### src/rtl/noise_pkg.sv
package noise_pkg;
  localparam int unsigned LFSR_W    = 15;
  localparam int unsigned SHORT_TAP = 6;
  localparam int unsigned STEP_DEC  = 4;
  localparam logic [LFSR_W-1:0] LFSR_SEED = '1;

  // base divisor: 8 for code 0, otherwise 16 * code
  function automatic int unsigned base_divisor(input int unsigned code);
    return (code == 0) ? 8 : code * 16;
  endfunction

  function automatic int unsigned max_base(input int unsigned div_w);
    return base_divisor((1 << div_w) - 1);
  endfunction
endpackage

### src/rtl/noise_ctrl_reg.sv
module noise_ctrl_reg #(
  parameter int unsigned SHIFT_W = 4,
  parameter int unsigned DIV_W   = 3,
  localparam int unsigned CTRL_W = SHIFT_W + 1 + DIV_W
) (
  input  logic               clk,
  input  logic               rst_n,
  input  logic               we,
  input  logic [CTRL_W-1:0]  wdata,
  output logic [CTRL_W-1:0]  rdata,
  output logic [SHIFT_W-1:0] shift_amt,
  output logic               short_mode,
  output logic [DIV_W-1:0]   div_code
);
  logic [CTRL_W-1:0] ctrl_q;

  always_ff @(posedge clk) begin
    if (!rst_n)  ctrl_q <= '0;
    else if (we) ctrl_q <= wdata;
  end

  assign rdata      = ctrl_q;
  assign shift_amt  = ctrl_q[CTRL_W-1 -: SHIFT_W];
  assign short_mode = ctrl_q[DIV_W];
  assign div_code   = ctrl_q[DIV_W-1:0];
endmodule

### src/rtl/noise_period_timer.sv
module noise_period_timer
  import noise_pkg::*;
#(
  parameter int unsigned SHIFT_W = 4,
  parameter int unsigned DIV_W   = 3,
  localparam int unsigned BASE_W  = $clog2(max_base(DIV_W) + 1),
  localparam int unsigned TIMER_W = BASE_W + (1 << SHIFT_W) - 1
) (
  input  logic               clk,
  input  logic               rst_n,
  input  logic               tick,
  input  logic               trigger,
  input  logic [SHIFT_W-1:0] shift_amt,
  input  logic [DIV_W-1:0]   div_code,
  output logic               step
);
  localparam int unsigned N_CODES = 1 << DIV_W;

  logic [BASE_W-1:0]  base_tbl [N_CODES];
  logic [TIMER_W-1:0] period;
  logic [TIMER_W-1:0] timer_q;
  logic [TIMER_W-1:0] eff;
  logic               expire;

  for (genvar g = 0; g < N_CODES; g++) begin : g_base
    assign base_tbl[g] = BASE_W'(base_divisor(g));
  end

  assign period = TIMER_W'(base_tbl[div_code]) << shift_amt;
  assign eff    = (timer_q == '0) ? period : timer_q;
  assign expire = (eff <= TIMER_W'(STEP_DEC));
  assign step   = tick && !trigger && expire;

  always_ff @(posedge clk) begin
    if (!rst_n)       timer_q <= '0;
    else if (trigger) timer_q <= period;
    else if (tick)    timer_q <= expire ? period : (eff - TIMER_W'(STEP_DEC));
  end
endmodule

### src/rtl/noise_lfsr_core.sv
module noise_lfsr_core
  import noise_pkg::*;
(
  input  logic              clk,
  input  logic              rst_n,
  input  logic              seed,
  input  logic              step,
  input  logic              short_mode,
  output logic [LFSR_W-1:0] state
);
  logic [LFSR_W-1:0] state_q;
  logic [LFSR_W-1:0] shifted;
  logic [LFSR_W-1:0] nxt;
  logic              fb;

  assign fb      = state_q[0] ^ state_q[1];
  assign shifted = {fb, state_q[LFSR_W-1:1]};

  for (genvar b = 0; b < LFSR_W; b++) begin : g_bit
    if (b == SHORT_TAP) begin : g_tap
      assign nxt[b] = short_mode ? fb : shifted[b];
    end else begin : g_plain
      assign nxt[b] = shifted[b];
    end
  end

  always_ff @(posedge clk) begin
    if (!rst_n || seed) state_q <= LFSR_SEED;
    else if (step)      state_q <= nxt;
  end

  assign state = state_q;
endmodule

### src/rtl/noise_amp_gate.sv
module noise_amp_gate #(
  parameter int unsigned VOL_W = 4
) (
  input  logic             noise_bit,
  input  logic             chan_active,
  input  logic             dac_en,
  input  logic [VOL_W-1:0] volume,
  output logic [VOL_W-1:0] amp
);
  always_comb begin
    amp = '0;
    if (chan_active && dac_en && !noise_bit) amp = volume;
  end
endmodule

### src/rtl/noise_lfsr_gen.sv
module noise_lfsr_gen
  import noise_pkg::*;
#(
  parameter int unsigned SHIFT_W = 4,
  parameter int unsigned DIV_W   = 3,
  parameter int unsigned VOL_W   = 4,
  localparam int unsigned CTRL_W = SHIFT_W + 1 + DIV_W
) (
  input  logic              clk,
  input  logic              rst_n,
  input  logic              tick,
  input  logic              trigger,
  input  logic              cfg_we,
  input  logic [CTRL_W-1:0] cfg_wdata,
  output logic [CTRL_W-1:0] cfg_rdata,
  input  logic [VOL_W-1:0]  volume,
  input  logic              chan_active,
  input  logic              dac_en,
  output logic [VOL_W-1:0]  amp
);
  logic [SHIFT_W-1:0] shift_amt;
  logic               short_mode;
  logic [DIV_W-1:0]   div_code;
  logic               lfsr_step;
  logic [LFSR_W-1:0]  lfsr_q;

  noise_ctrl_reg #(.SHIFT_W(SHIFT_W), .DIV_W(DIV_W)) u_ctrl (
    .clk(clk), .rst_n(rst_n), .we(cfg_we), .wdata(cfg_wdata), .rdata(cfg_rdata),
    .shift_amt(shift_amt), .short_mode(short_mode), .div_code(div_code)
  );

  noise_period_timer #(.SHIFT_W(SHIFT_W), .DIV_W(DIV_W)) u_timer (
    .clk(clk), .rst_n(rst_n), .tick(tick), .trigger(trigger),
    .shift_amt(shift_amt), .div_code(div_code), .step(lfsr_step)
  );

  noise_lfsr_core u_lfsr (
    .clk(clk), .rst_n(rst_n), .seed(trigger), .step(lfsr_step),
    .short_mode(short_mode), .state(lfsr_q)
  );

  noise_amp_gate #(.VOL_W(VOL_W)) u_gate (
    .noise_bit(lfsr_q[0]), .chan_active(chan_active), .dac_en(dac_en),
    .volume(volume), .amp(amp)
  );
endmodule

### config.mk
export PLATFORM = sky130hd
export DESIGN_NAME = noise_lfsr_gen
export DESIGN_NICKNAME = d
export VERILOG_FILES = /design/src/rtl/noise_pkg.sv /design/src/rtl/noise_ctrl_reg.sv /design/src/rtl/noise_period_timer.sv /design/src/rtl/noise_lfsr_core.sv /design/src/rtl/noise_amp_gate.sv /design/src/rtl/noise_lfsr_gen.sv
export SDC_FILE = /design/constraint.sdc
export NUM_CORES = 1
export LEC_CHECK = 0
export BUFFER_PORTS_ARGS = -buffer_cell sky130_fd_sc_hd__buf_2
export CORE_MARGIN = 2
export CORE_UTILIZATION = 50
export DETAILED_ROUTE_END_ITERATION = 8
export PLACE_DENSITY = 0.65
export SETUP_SLACK_MARGIN = 0.5
export SYNTH_ARGS = -nofsm -noshare
export SYNTH_HDL_FRONTEND = slang
export SYNTH_SLANG_ARGS = --single-unit
export TNS_END_PERCENT = 50
### constraint.sdc
create_clock -name clk -period 8.3 [get_ports clk]
set_input_delay 1.66 -clock clk [delete_from_list [all_inputs] [get_ports clk]]
set_output_delay 1.66 -clock clk [all_outputs]
set_load 0.01 [all_outputs]
* Yosys cells after proc, flatten, opt, wreduce, memory -nomap -nowiden
Memories as Yosys holds them, arrays and structs flattened.
Cells that the tools add are included.
** Cells by class
- $lt $le $gt $ge :: 2
- Reduce and logical (&&, ||, !) cells :: 10
- Bitwise logic cells :: 2
- $add $sub $neg :: 1
- Mux-type cells :: 8
- Shift-type cells :: 1
** Operator list (number)
- 2-to-1 mux 22 bit :: 4
- <= comparator 22 x 3 -> 1 bit (second input constant) :: 1
- zero test 22 bit :: 1
- << shifter 7 x 4 -> 22 bit :: 1
- subtractor 22 x 3 -> 22 bit (second input constant) :: 1
- 2-to-1 mux 7 bit :: 2
- greater-or-equal comparator 4 bit (second input constant) :: 1
- logical AND 1 bit :: 4
- 2-to-1 mux 4 bit :: 1
- NOT 3 -> 4 bit :: 1
- zero test 1 bit :: 3
- nonzero test 2 bit :: 1
- logical OR 1 bit :: 1
- 2-to-1 mux 1 bit :: 1
- bitwise XOR 1 bit :: 1
** Word-level totals
- Word-level logic and storage cells :: 28
- Register bits :: 45
- Input port bits :: 19
- Output and inout port bits :: 12
- ROM bits :: 56
- Memories :: 1
** Memories
- (name not given) :: words 8, width 7, rd ports 1, clocked after Yosys merged registers in 0, wr ports 0, line noise_period_timer.sv:29 : assign period = TIMER_W'(base_tbl[div_code]) << shift_amt;

* Depth between registers and ports, before layout
Gate-level depths: netlist (run 1).
- Word-level depth :: 10
- Depth in mapped cells :: 15
- Mapped depth without buffers :: 12

* Cells and area by module
Synthesis (run 1) repeated with hierarchy kept, for this count alone.
** Second synthesis, totals
- Cell total of the unflattened synthesis :: 464
- Area total of the unflattened synthesis :: 3579.7 µm²
** By module, submodules not included
- noise_period_timer :: cells an instance 361, area each 2511.2 µm², instances 1
- noise_lfsr_core :: cells an instance 66, area each 666.9 µm², instances 1
- noise_ctrl_reg :: cells an instance 33, area each 361.6 µm², instances 1
- noise_amp_gate :: cells an instance 4, area each 40.0 µm², instances 1

* Least setup slack after synthesis (run 1)
Ideal clock, no wire load.
- Path kind :: input-to-output
- Start :: input chan_active
- End :: output amp[0]
- Path buffers :: 0
- Cell stages on the path :: 3
- Arrival :: 1998 ps
- Required time :: 6640 ps
- Path slack :: 4642 ps
- Path through :: nand2_1 nor2_1 and2_1
** On the way
- Cells in the longest elaborated chain, start to end :: 3
** Ends and longest elaborated chain
- from (decl) :: line noise_lfsr_gen.sv:17 : input logic chan_active,
- logical AND 1 bit (2 in a row) :: line noise_amp_gate.sv:12 : if (chan_active && dac_en && !noise_bit) amp = volume;
- 2-to-1 mux 4 bit :: line noise_amp_gate.sv:12
- to (decl) :: line noise_lfsr_gen.sv:19 : output logic [VOL_W-1:0] amp
No other way between the ends.

* Final worst setup path (run 1)
- Start :: register u_ctrl.ctrl_q[5] (netlist: u_ctrl.rdata[5])
- End :: register u_timer.timer_q[17]
** On the way
- Cells in the longest elaborated chain, start to end :: 6
** Ends and longest elaborated chain
- from (decl) :: line noise_ctrl_reg.sv:15 : logic [CTRL_W-1:0] ctrl_q;
- from (signal assigned) :: line noise_ctrl_reg.sv:19 : else if (we) ctrl_q <= wdata;
- << shifter 7 x 4 -> 22 bit * :: line noise_period_timer.sv:29
- 2-to-1 mux 22 bit :: line noise_period_timer.sv:30 : assign eff = (timer_q == '0) ? period : timer_q;
- subtractor 22 x 3 -> 22 bit / <= comparator 22 x 3 -> 1 bit (equally long branches) :: line noise_period_timer.sv:37, noise_period_timer.sv:31
- 2-to-1 mux 22 bit (2 in a row) :: line noise_period_timer.sv:37 : else if (tick) timer_q <= expire ? period : (eff - TIMER_W'(STEP_DEC));
- 2-to-1 mux 22 bit * :: line noise_period_timer.sv:36 : else if (trigger) timer_q <= period;
- to (signal assigned) :: line noise_period_timer.sv:36
- to (signal assigned) :: line noise_period_timer.sv:37
- to (decl) :: line noise_period_timer.sv:21 : logic [TIMER_W-1:0] timer_q;
Every way passes the cells marked *; elsewhere a longest branch is shown, timed or not. The select of a mux whose other input is x is not followed.
A chain may end at the register's enable or synchronous reset.

==> reports/results.ini, run 1 <==
[run_status]
status = finished clean

[clock_tree]
cts_resized = 0
ctsHoldBuffers = 0
post_cts_buffers = 0
path_clk_slew_ps = 100
clk_latency_ps = 320
cts.sink_count = 45
cts-buffers-inserted = 5
root_buffer = clkbuf_8
clk_path_buf_depth = 2
cts_max_level = 2
cts_tree = done

[power_and_ir_drop]
p_leak_nw = 1.45
peakVddDrop_uv = 206
internal-power_w = 0.000732
power_density_nw_per_um2 = 405
pwr-share-seq_pct = 20.0
swShare_pct = 52.4
p_sw_w = 0.000804
clock_power_share_pct = 11.6
p_comb_share_pct = 68.4

[route]
firstDrtPassIters = 5
wl_microns = 10800
drt-initial-drc-count = 399
detail-route-antenna-nets = 0
wl_per_cell_microns = 19.1
num_vias = 3614
vias_per_cell = 6.42
drc_errors = 0

[sta]
timing.final.crit_share_pct = 48.1
fmax_mhz = 250
fin_crit_ps = 3990
rsz0062_at_grt = no
setup_viol = 0
worst-slew-pin-transition_ps = 1220
hold_viol_final = 0
fin_worst_skew_ps = 8.02
maxSlewViolCount = 0
max_slew_margin_pct = 18.1
finalSetupTns_ps = 0

[die]
design.core.area_sq_um = 6830
fp-row-count = 30
pin_count = 31
initial_core_util_pct = 51.7
die_width_microns = 88.1
die_area_sq_um = 7750
die_h_microns = 88.1

[grt]
grt_pass1_wl_microns = 17000
antenna_found_initial = 0
grt_max_degree = 41
overflow = 0
track_usage_pct = 28.2
grt_pass1_vias = 3347

[finish]
fillers = 701
final_cell_mix = dfxtp_1, nand2_1, nor2_1
area_delta_synth_final_pct = 7.30
drive_gt1_share_pct = 13.5
nets = 487
antenna_cells = 0
final-seq-area_sq_um = 901
multi_input_area_sq_um = 2400
final_common_cell = dfxtp_1
design_area_sq_um = 3790

[synthesis]
yosys.area.top_type = dfxtp_1
yosysWarnings = 0
synth.area.top_cells = dfxtp_1, mux2i_1, nand2_1
synth_flop_cell = dfxtp_1
syn_area_sq_um = 3530
ys_ff_latch = 45
synth_edf_count = 0
synthCells = 460
yosysSeqAreaShare_pct = 25.5
syn_area_per_cell_sq_um = 7.68
synth_cell_type_count = 76
synth_top_area_share_pct = 25.5
async_flop_share_pct = 0
syn_nets = 481

[setup_path]
crit_fanout = 30
reg2reg_slack_ps = 4310
setup.worst_path.class = reg -> reg
arrival_ps = 4240
worstPathRequired_ps = 8540
crit_path_end_kind = flop
critPathLaunchType = flop

[placed_design]
dpl_cell_area_sq_um = 3680
io_buffers = 30
gp_congestion = 1.01
dp_hpwl_microns = 7600

[hold_path]
hold_path.class = reg -> reg

[flow_run]
maxCapViolCount = 0

[power by group through the flow]
stage	clock [W]	combinational (W)	sequential (W)
after floorplan	0	0.000813	0.000292
after global placement	0	0.00101	0.000309
after detailed placement	0	0.00102	0.000310
after CTS	0.000181	0.00103	0.000305
after global routing	0.000188	0.00114	0.000312
final	0.000178	0.00105	0.000308
[synthesized netlist by cell type, drive strengths merged, types with 8 or more instances]
cell,number
a21oi,21
a31oi,10
and2,11
buf,20
clkbuf,18
dfxtp,45
inv,12
mux2i,29
nand2,40
nand3,16
nor2,38
nor2b,14
nor3,19
nor4,8
o21ai,24
[worst paths after layout]
path	from	endpoint	depth (start not counted)
setup / recovery	u_ctrl.rdata[5]	u_timer.timer_q[17]	10
hold / removal	u_timer.timer_q[0]	u_timer.timer_q[0]	1
setup reg to reg	u_ctrl.rdata[5]	u_timer.timer_q[17]	10
hold reg to reg	u_timer.timer_q[0]	u_timer.timer_q[0]	1
[worst max-delay path: stages (launching register included)]
cell	delay [ps]
dfxtp_1	910
nor3_1	320
a31oi_1	320
ha_1	350
a21oi_1	120
nor3b_1	280
o211ai_1	130
a22o_1	280
o31ai_2	810
a32oi_1	210
a21oi_1	180
[stage by stage]
stage	hold WS [ps]	power [W]	instances	util, %	setup WS, ps
6_report	471	0.00154	563	55.5	4310
5_1_grt	494	0.00164	563	55.5	4120
4_1_cts	476	0.00151	563	55.5	4440
3_5_place_dp	461	0.00133	555	53.8	4450
3_3_place_gp	450	0.00132	555	53.8	4460
2_1_floorplan	441	0.00110	460	-	4640
[sequential cells by signal, indices dropped and copies added, names as in the netlist]
| name | count |
|---|---|
| u_timer.timer_q | 22 |
| u_ctrl.rdata | 8 |
| u_lfsr.state | 15 |
[layout make-up]
| type | instances | share of cell area, % |
|---|---|---|
| Clock inverter | 3 | 1.16 |
| Tap cell | 96 | 3.17 |
| Clock buffer | 5 | 1.82 |
| Timing Repair Buffer | 37 | 5.35 |
| Sequential cell | 45 | 23.8 |
| Multi-Input combinational cell | 364 | 63.5 |
| Inverter | 13 | 1.29 |
[cells by family after synthesis]
family	synth area share, %
AND/OR/NAND/NOR	28.6
AO/OA/AOI/OAI	27.3
buffers and inverters	6.69
flip-flops	25.5
multiplexers	9.49
XOR/XNOR	1.74
adder cells (fa/ha/maj)	0.708
[routing by layer]
layer | global-route usage, % | routed length (microns) | vias up
met1 | 35.6 | 4740 | 1717
met5 | 0 | 0 | -
met3 | 5.28 | 629 | 22
met2 | 48.6 | 5150 | 146
li1 | - | - | 1729
met4 | 9.23 | 232 | 0
(Power assumes the default switching activity.)
==> run 2: changes to the inputs <==
- clock period: 8.3 -> 4.2 ns (I/O delays scaled with it)
==> run 2 against run 1 <==
Compared with the run above: critical path depth is 2 lower; sequential cell count stayed put; die area stayed put; clock skew is 5.3 ps higher; design area is 1.5% higher; combinational power is 95% higher; routed wire length is 1.1% higher; first-iteration DRC count is 16% higher.
==> reports/results.ini, run 2 (synthesized netlist as in run 1, its figures left out) <==
[run_status]
status = finished clean

[die]
die_area_sq_um = 7750  ; unchanged
fp-row-count = 30  ; unchanged
pin_count = 31  ; unchanged
initial_core_util_pct = 51.7  ; unchanged
design.core.area_sq_um = 6830  ; unchanged
die_width_microns = 88.1  ; unchanged
die_h_microns = 88.1  ; unchanged

[sta]
max_slew_margin_pct = 47.3  ; +29 points
timing.final.ws_setup_ps = 676  ; -3630 ps
timing.final.crit_share_pct = 83.9  ; +36 points
worst-slew-pin-transition_ps = 770  ; -454 ps
fin_crit_ps = 3520  ; -469 ps
rsz0062_at_grt = yes
hold_viol_final = 0  ; unchanged
fmax_mhz = 284  ; +13%
setup_viol = 0  ; unchanged
fin_worst_skew_ps = 13.3  ; +5.30 ps
maxSlewViolCount = 0  ; unchanged
finalSetupTns_ps = 0  ; unchanged

[setup_path]
max_stage_delay_ps = 700  ; -210 ps
crit_path_end_kind = flop
crit_path_end = u_timer.timer_q[17]
r2r_cells = 8  ; -2
cp-startpoint = u_timer.timer_q[16]
critical_path.most_common_cell = nor3_1
slowest_stage = or3_1
worstReg2RegEnd = u_timer.timer_q[17]
rr_startpoint = u_timer.timer_q[16]
worstPathRequired_ps = 4370  ; -4170 ps
setup.worst_path.class = reg -> reg
arrival_ps = 3690  ; -550 ps
reg2reg_slack_ps = 680  ; -3630 ps
critPathLaunchType = flop
crit_fanout = 14  ; -53%
crit_chain = nor3_1 -> nand4_1 -> or3_1 -> o41ai_4 -> or3b_1 -> nor3_1 -> o311ai_1 -> a21oi_1

[power_and_ir_drop]
clock_power_share_pct = 10.5  ; -1.1 points
internal-power_w = 0.00143  ; +95%
p_comb_share_pct = 69.2  ; +0.8 points
p_leak_nw = 1.49  ; +2.8%
swShare_pct = 51.9  ; -0.41 points
p_sw_w = 0.00154  ; +92%
peakVddDrop_uv = 276  ; +34%
power_density_nw_per_um2 = 771  ; +90%
pwr-share-seq_pct = 20.4  ; +0.4 points

[placed_design]
gp_congestion = 1.04  ; +2.3%
pre_cts_ws_ps = 696  ; -3760 ps
dpl_cell_area_sq_um = 3740  ; +1.7%
io_buffers = 30  ; unchanged
dp_hpwl_microns = 7840  ; +3.1%

[finish]
drive_gt1_share_pct = 15.5  ; +2.1 points
fillers = 686  ; -2.1%
largest-register = u_timer.timer_q
nets = 496  ; +1.8%
final-seq-area_sq_um = 903  ; +0.28%
final_cell_mix = dfxtp_1, nand2_1, nor2_1
antenna_cells = 0  ; unchanged
area_delta_synth_final_pct = 8.89
multi_input_area_sq_um = 2410  ; about the same
final_common_cell = dfxtp_1
design_area_sq_um = 3850  ; +1.5%
largest_reg_flops = 22  ; unchanged

[route]
num_vias = 3698  ; +2.3%
detail-route-antenna-nets = 0  ; unchanged
vias_per_cell = 6.47  ; +0.71%
wl_per_cell_microns = 19.0  ; -0.46%
firstDrtPassIters = 5  ; unchanged
wl_microns = 10900  ; +1.1%
drc_errors = 0  ; unchanged
drt-initial-drc-count = 462  ; +16%

[grt]
overflow = 0  ; unchanged
track_usage_pct = 29.5  ; +1.3 points
grt_pass1_wl_microns = 17800  ; +5.0%
antenna_found_initial = 0  ; unchanged
grt_max_degree = 26  ; -37%
grt_pass1_vias = 3398  ; +1.5%

[clock_tree]
cts_max_level = 2  ; unchanged
post_cts_buffers = 0  ; unchanged
root_buffer = clkbuf_8
clk_latency_ps = 310  ; about the same
path_clk_slew_ps = 110  ; about the same
cts_tree = done
clk_path_buf_depth = 2  ; unchanged
cts-buffers-inserted = 5  ; unchanged
cts.sink_count = 45  ; unchanged

[flow_run]
maxCapViolCount = 0  ; unchanged

[hold_path]
hold_path.class = reg -> reg

==> run 2: worst min path at each step <==
stage,endpoint,cells after the start,startpoint,slack [ps]
final,u_lfsr.state[8],2,u_lfsr.state[9],470
after global routing,u_timer.timer_q[0],1,u_timer.timer_q[0],480
after CTS,u_timer.timer_q[0],1,u_timer.timer_q[0],470
after detailed placement,u_timer.timer_q[0],1,u_timer.timer_q[0],460
after global placement,u_timer.timer_q[0],1,u_timer.timer_q[0],450
after floorplan,u_lfsr.state[7],2,u_lfsr.state[7],440
==> run 2: final cells by class <==
cell class | instances | share of cell area (%)
clock buffers | 5 | 1.79
clock inverters | 3 | 0.748
well taps | 96 | 3.12
multi-input cells | 364 | 62.6
flip-flops and latches | 45 | 23.5
repair buffers | 46 | 7.03
inverters | 13 | 1.27
==> run 2: metrics by stage <==
stage                     power (W)  util (%)  hold slack [ps]  std cells
after floorplan             0.00218         -              441        460
after global placement      0.00258      54.7              451        564
after detailed placement    0.00260      54.7              459        564
after CTS                   0.00291      56.2              473        572
after global routing        0.00320      56.3              483        572
final                       0.00297      56.3              472        572
==> run 2: what timing repair did <==
item                                    in CTS  in global routing
endpoints found under the setup margin       0                  3
resized for setup                            0                  3
hold buffers                                 0                  0
==> run 2: power groups by stage <==
| stage | registers [W] | clock network, W | logic (W) |
|---|---|---|---|
| detailed placement | 0.000606 | 0 | 0.00199 |
| finish | 0.000603 | 0.000311 | 0.00205 |
| global route | 0.000611 | 0.000331 | 0.00225 |
| global placement | 0.000606 | 0 | 0.00198 |
| CTS | 0.000597 | 0.000311 | 0.00200 |
| floorplan | 0.000576 | 0 | 0.00161 |
==> run 2: routing by layer <==
metal	vias up	wire length, microns	GRT usage, %	share of wire, %
li1	1743	-	-	-
met1	1753	4780	41.1	44
met2	177	5070	47.7	47
met3	25	736	3.77	6.8
met4	0	290	8.95	2.7
met5	-	0	0	0
==> run 2: worst max-delay path, delay by kind of cell (launching register included) <==
family / cells / cell delay, ps
compound gates: 3 / 970
simple gates: 5 / 2020
flops: 1 / 380
==> run 3: changes to the inputs <==
- ABC_AREA: not set -> 1
- PLACE_DENSITY: 0.65 -> 0.68
- clock period: 4.2 -> 2.9 ns (I/O delays scaled with it)
==> run 3 against run 2 <==
Compared with the run above: sequential power grew 19%; routed wire length rose by 3.7%; maximum frequency grew 40%; critical path type unchanged; largest cell class unchanged.
==> reports/results.ini, run 3 <==
[setup_path]
rr_startpoint = u_timer.timer_q[12]
setup.worst_path.class = reg -> reg
r2r_cells = 17  ; +9
crit_path_end_kind = flop
reg2reg_slack_ps = 390  ; -280 ps
critPathLaunchType = flop
crit_chain = nor2_4 -> nand2_2 -> nor2_4 -> nand2_2 -> nor2_4 -> buf_6 -> buf_6 -> nand2_2 -> nand2_4 -> nand2_4 -> nor2_4 -> nand3_4 -> nand2_8 -> nand3_4 -> buf_12 -> nand2_2 -> o211ai_2
arrival_ps = 2720  ; -970 ps
worstReg2RegEnd = u_lfsr.state[12]
worstPathRequired_ps = 3110  ; -1260 ps
max_stage_delay_ps = 370  ; -330 ps
critical-path-top-delay-family = simple AND/OR/NAND/NOR gates
critPathBufInv = 3  ; +3
crit_fanout = 7  ; -7
slowest_stage = dfxtp_4

[sta]
maxSlewViolCount = 0  ; unchanged
fin_worst_skew_ps = 6.86  ; -6.45 ps
worst-slew-pin-transition_ps = 670  ; -100 ps
max_slew_margin_pct = 55.1  ; +7.7 points
setup_viol = 0  ; unchanged
rsz0062_at_grt = yes
fin_crit_ps = 2510  ; -1020 ps
finalSetupTns_ps = 0  ; unchanged
hold_viol_final = 0  ; unchanged
fmax_mhz = 399  ; +40%
timing.final.crit_share_pct = 86.5  ; +2.6 points

[finish]
final-seq-area_sq_um = 942  ; +4.3%
final_common_cell = nand2_1
design_area_sq_um = 4480  ; +16%
antenna_cells = 0  ; unchanged
largest_reg_flops = 22  ; unchanged
largest-register = u_timer.timer_q
multi_input_area_sq_um = 2500  ; +4.1%
nets = 655  ; +32%
final_cell_count_no_fill = 715  ; +25%
final_cell_mix = nand2_1, inv_1, nor2_1
fillers = 569  ; -17%
area_delta_synth_final_pct = 31.8
drive_gt1_share_pct = 32.8  ; +17 points

[grt]
overflow = 0  ; unchanged
grt_max_degree = 22  ; -15%
antenna_found_initial = 0  ; unchanged
grt_pass1_vias = 3508  ; +3.2%
grt_pass1_wl_microns = 16600  ; -6.9%
track_usage_pct = 28.0  ; -1.5 points

[route]
met1_length_microns = 4600  ; -3.7%
vias_per_cell = 5.69  ; -12%
firstDrtPassIters = 6  ; +1
topRoutingLayerUsed = met4
detail-route-antenna-nets = 0  ; unchanged
wl_met2_microns = 5190  ; +2.2%
wl_per_cell_microns = 15.8  ; -17%
drc_errors = 0  ; unchanged
drt-initial-drc-count = 424  ; -8.2%
num_vias = 4070  ; +10%
wl_met3_microns = 1100  ; +50%
wl_microns = 11300  ; +3.7%

[synthesis]
synth_cell_type_count = 39  ; -49%
yosysMostFrequentCell = nand2_1
synth_top_family_by_area = simple AND/OR/NAND/NOR gates
syn_area_per_cell_sq_um = 5.88  ; -23%
synth_edf_count = 0  ; unchanged
netlist_top_cells_count = nand2_1, nor2_1, inv_1, nand3_1, dfxtp_1
ys_ff_latch = 45  ; unchanged
synth_adder_area_share_pct = 0.736  ; +0.028 points
syn_nets = 599  ; +25%
synth_top_area_share_pct = 26.5  ; +1.0 points
synth.area.top_cells = dfxtp_1, nand2_1, nand3_1
synthSimpleGateAreaFrac_pct = 46.3  ; +18 points
yosysSeqAreaShare_pct = 26.5  ; +1.0 points
synth_flop_cell = dfxtp_1
yosysWarnings = 0  ; unchanged
async_flop_share_pct = 0  ; unchanged
synth_xor_area_share_pct = 2.06  ; +0.33 points
muxShareOfSynthArea_pct = 0  ; -9.5 points
syn_area_sq_um = 3400  ; -3.8%
synth-compound-area-share_pct = 11.4  ; -16 points
synthCells = 578  ; +26%
yosys.area.top_type = dfxtp_1

[placed_design]
io_buffers = 30  ; unchanged
gp_congestion = 1.05  ; +1.0%
dp.cells = 674  ; +20%
dpl_cell_area_sq_um = 3590  ; -4.0%
dp_hpwl_microns = 7160  ; -8.7%

[power_and_ir_drop]
peakVddDrop_uv = 311  ; +12%
p_leak_nw = 2.26  ; +52%
power_density_nw_per_um2 = 706  ; -8.4%
power.total_w = 0.00317  ; +6.7%

[flow_run]
maxCapViolCount = 0  ; unchanged

[hold_path]
worstHoldEndpoint = u_timer.timer_q[1]
hp-start = u_timer.timer_q[1]
hold_path.class = reg -> reg
min_path_cells = 2  ; unchanged

[clock_tree]
cts_tree = done
cts-buffers-inserted = 5  ; unchanged
cts.sink_count = 45  ; unchanged
path_clk_slew_ps = 110  ; about the same
clk_latency_ps = 320  ; about the same
cts_max_level = 2  ; unchanged
clk_path_buf_depth = 2  ; unchanged
root_buffer = clkbuf_8

[die]
pin_count = 31  ; unchanged
die_area_sq_um = 7470  ; -3.6%
initial_core_util_pct = 50.9  ; -0.82 points
design.core.area_sq_um = 6680  ; -2.2%
die_h_microns = 86.5  ; -1.8%
die_width_microns = 86.5  ; -1.8%
fp-row-count = 30  ; unchanged

[run_status]
status = finished clean

run 3: kinds of logic (layout without fill, tap and decap cells):
kind of cell,after synthesis,after routing
XOR/XNOR,8,8
flip-flops,45,45
AO/OA/AOI/OAI,68,68
adder cells (fa/ha/maj),2,2
AND/OR/NAND/NOR,353,355
buffers and inverters,102,157
run 3: final cells by class:
cell class	count	share of cell area, %
multi-input cells	433	55.9
flip-flops and latches	45	21.0
inverters	77	6.62
clock buffers	5	1.54
repair buffers	72	11.6
well taps	80	2.23
clock inverters	3	1.09
run 3: where the power goes:
group	internal (W)	leakage, nW	switching (W)
Sequential	0.000670	0.378	0.0000483
Clock	0.000263	0.0563	0.000273
Combinational	0.000701	1.83	0.00121
Total	0.00163	2.26	0.00153
run 3: layer usage:
metal | vias to the layer above | global-route usage, %
met5 | - | 0
met4 | 0 | 9.52
li1 | 1958 | -
met2 | 233 | 45.7
met1 | 1822 | 37.4
met3 | 57 | 4.86
run 3: how the worst max path moves through the flow:
stage	slack, ps	startpoint	end	cells past startpoint
2_1_floorplan	560	u_ctrl.rdata[5]	u_lfsr.state[11]	17
3_3_place_gp	50	u_ctrl.rdata[5]	u_timer.timer_q[1]	17
3_5_place_dp	90	u_ctrl.rdata[5]	u_timer.timer_q[0]	17
4_1_cts	510	u_timer.timer_q[9]	u_lfsr.state[12]	16
5_1_grt	280	u_timer.timer_q[12]	u_lfsr.state[11]	17
6_report	390	u_timer.timer_q[12]	u_lfsr.state[12]	17
run 3: timing repair:
item / CTS / global route
setup endpoints to repair: 37 / 37
setup buffers: 17 / 14
pin swaps: 11 / 36
gates resized for setup: 53 / 100
hold buffers: 0 / 0
cloned: 1 / 1
run 3: through the flow:
stage          hold WS [ps]  utilization (%)  worst slack, ps
6_report                457             67.1              391
2_1_floorplan           428                -              556
3_5_place_dp            446             53.7             89.8
4_1_cts                 459             59.7              508
5_1_grt                 476             67.1              281
3_3_place_gp            436             53.7             45.1
run 3: worst register-to-register path: stages (launching register included):
cell and delay (ps):
dfxtp_4 370, nor2_4 120, nand2_2 80, nor2_4 130, nand2_2 90, nor2_4 150
buf_6 120, buf_6 110, nand2_2 80, nand2_4 110, nand2_4 80, nor2_4 190
nand3_4 130, nand2_8 160, nand3_4 170, buf_12 210, nand2_2 60, o211ai_2 60
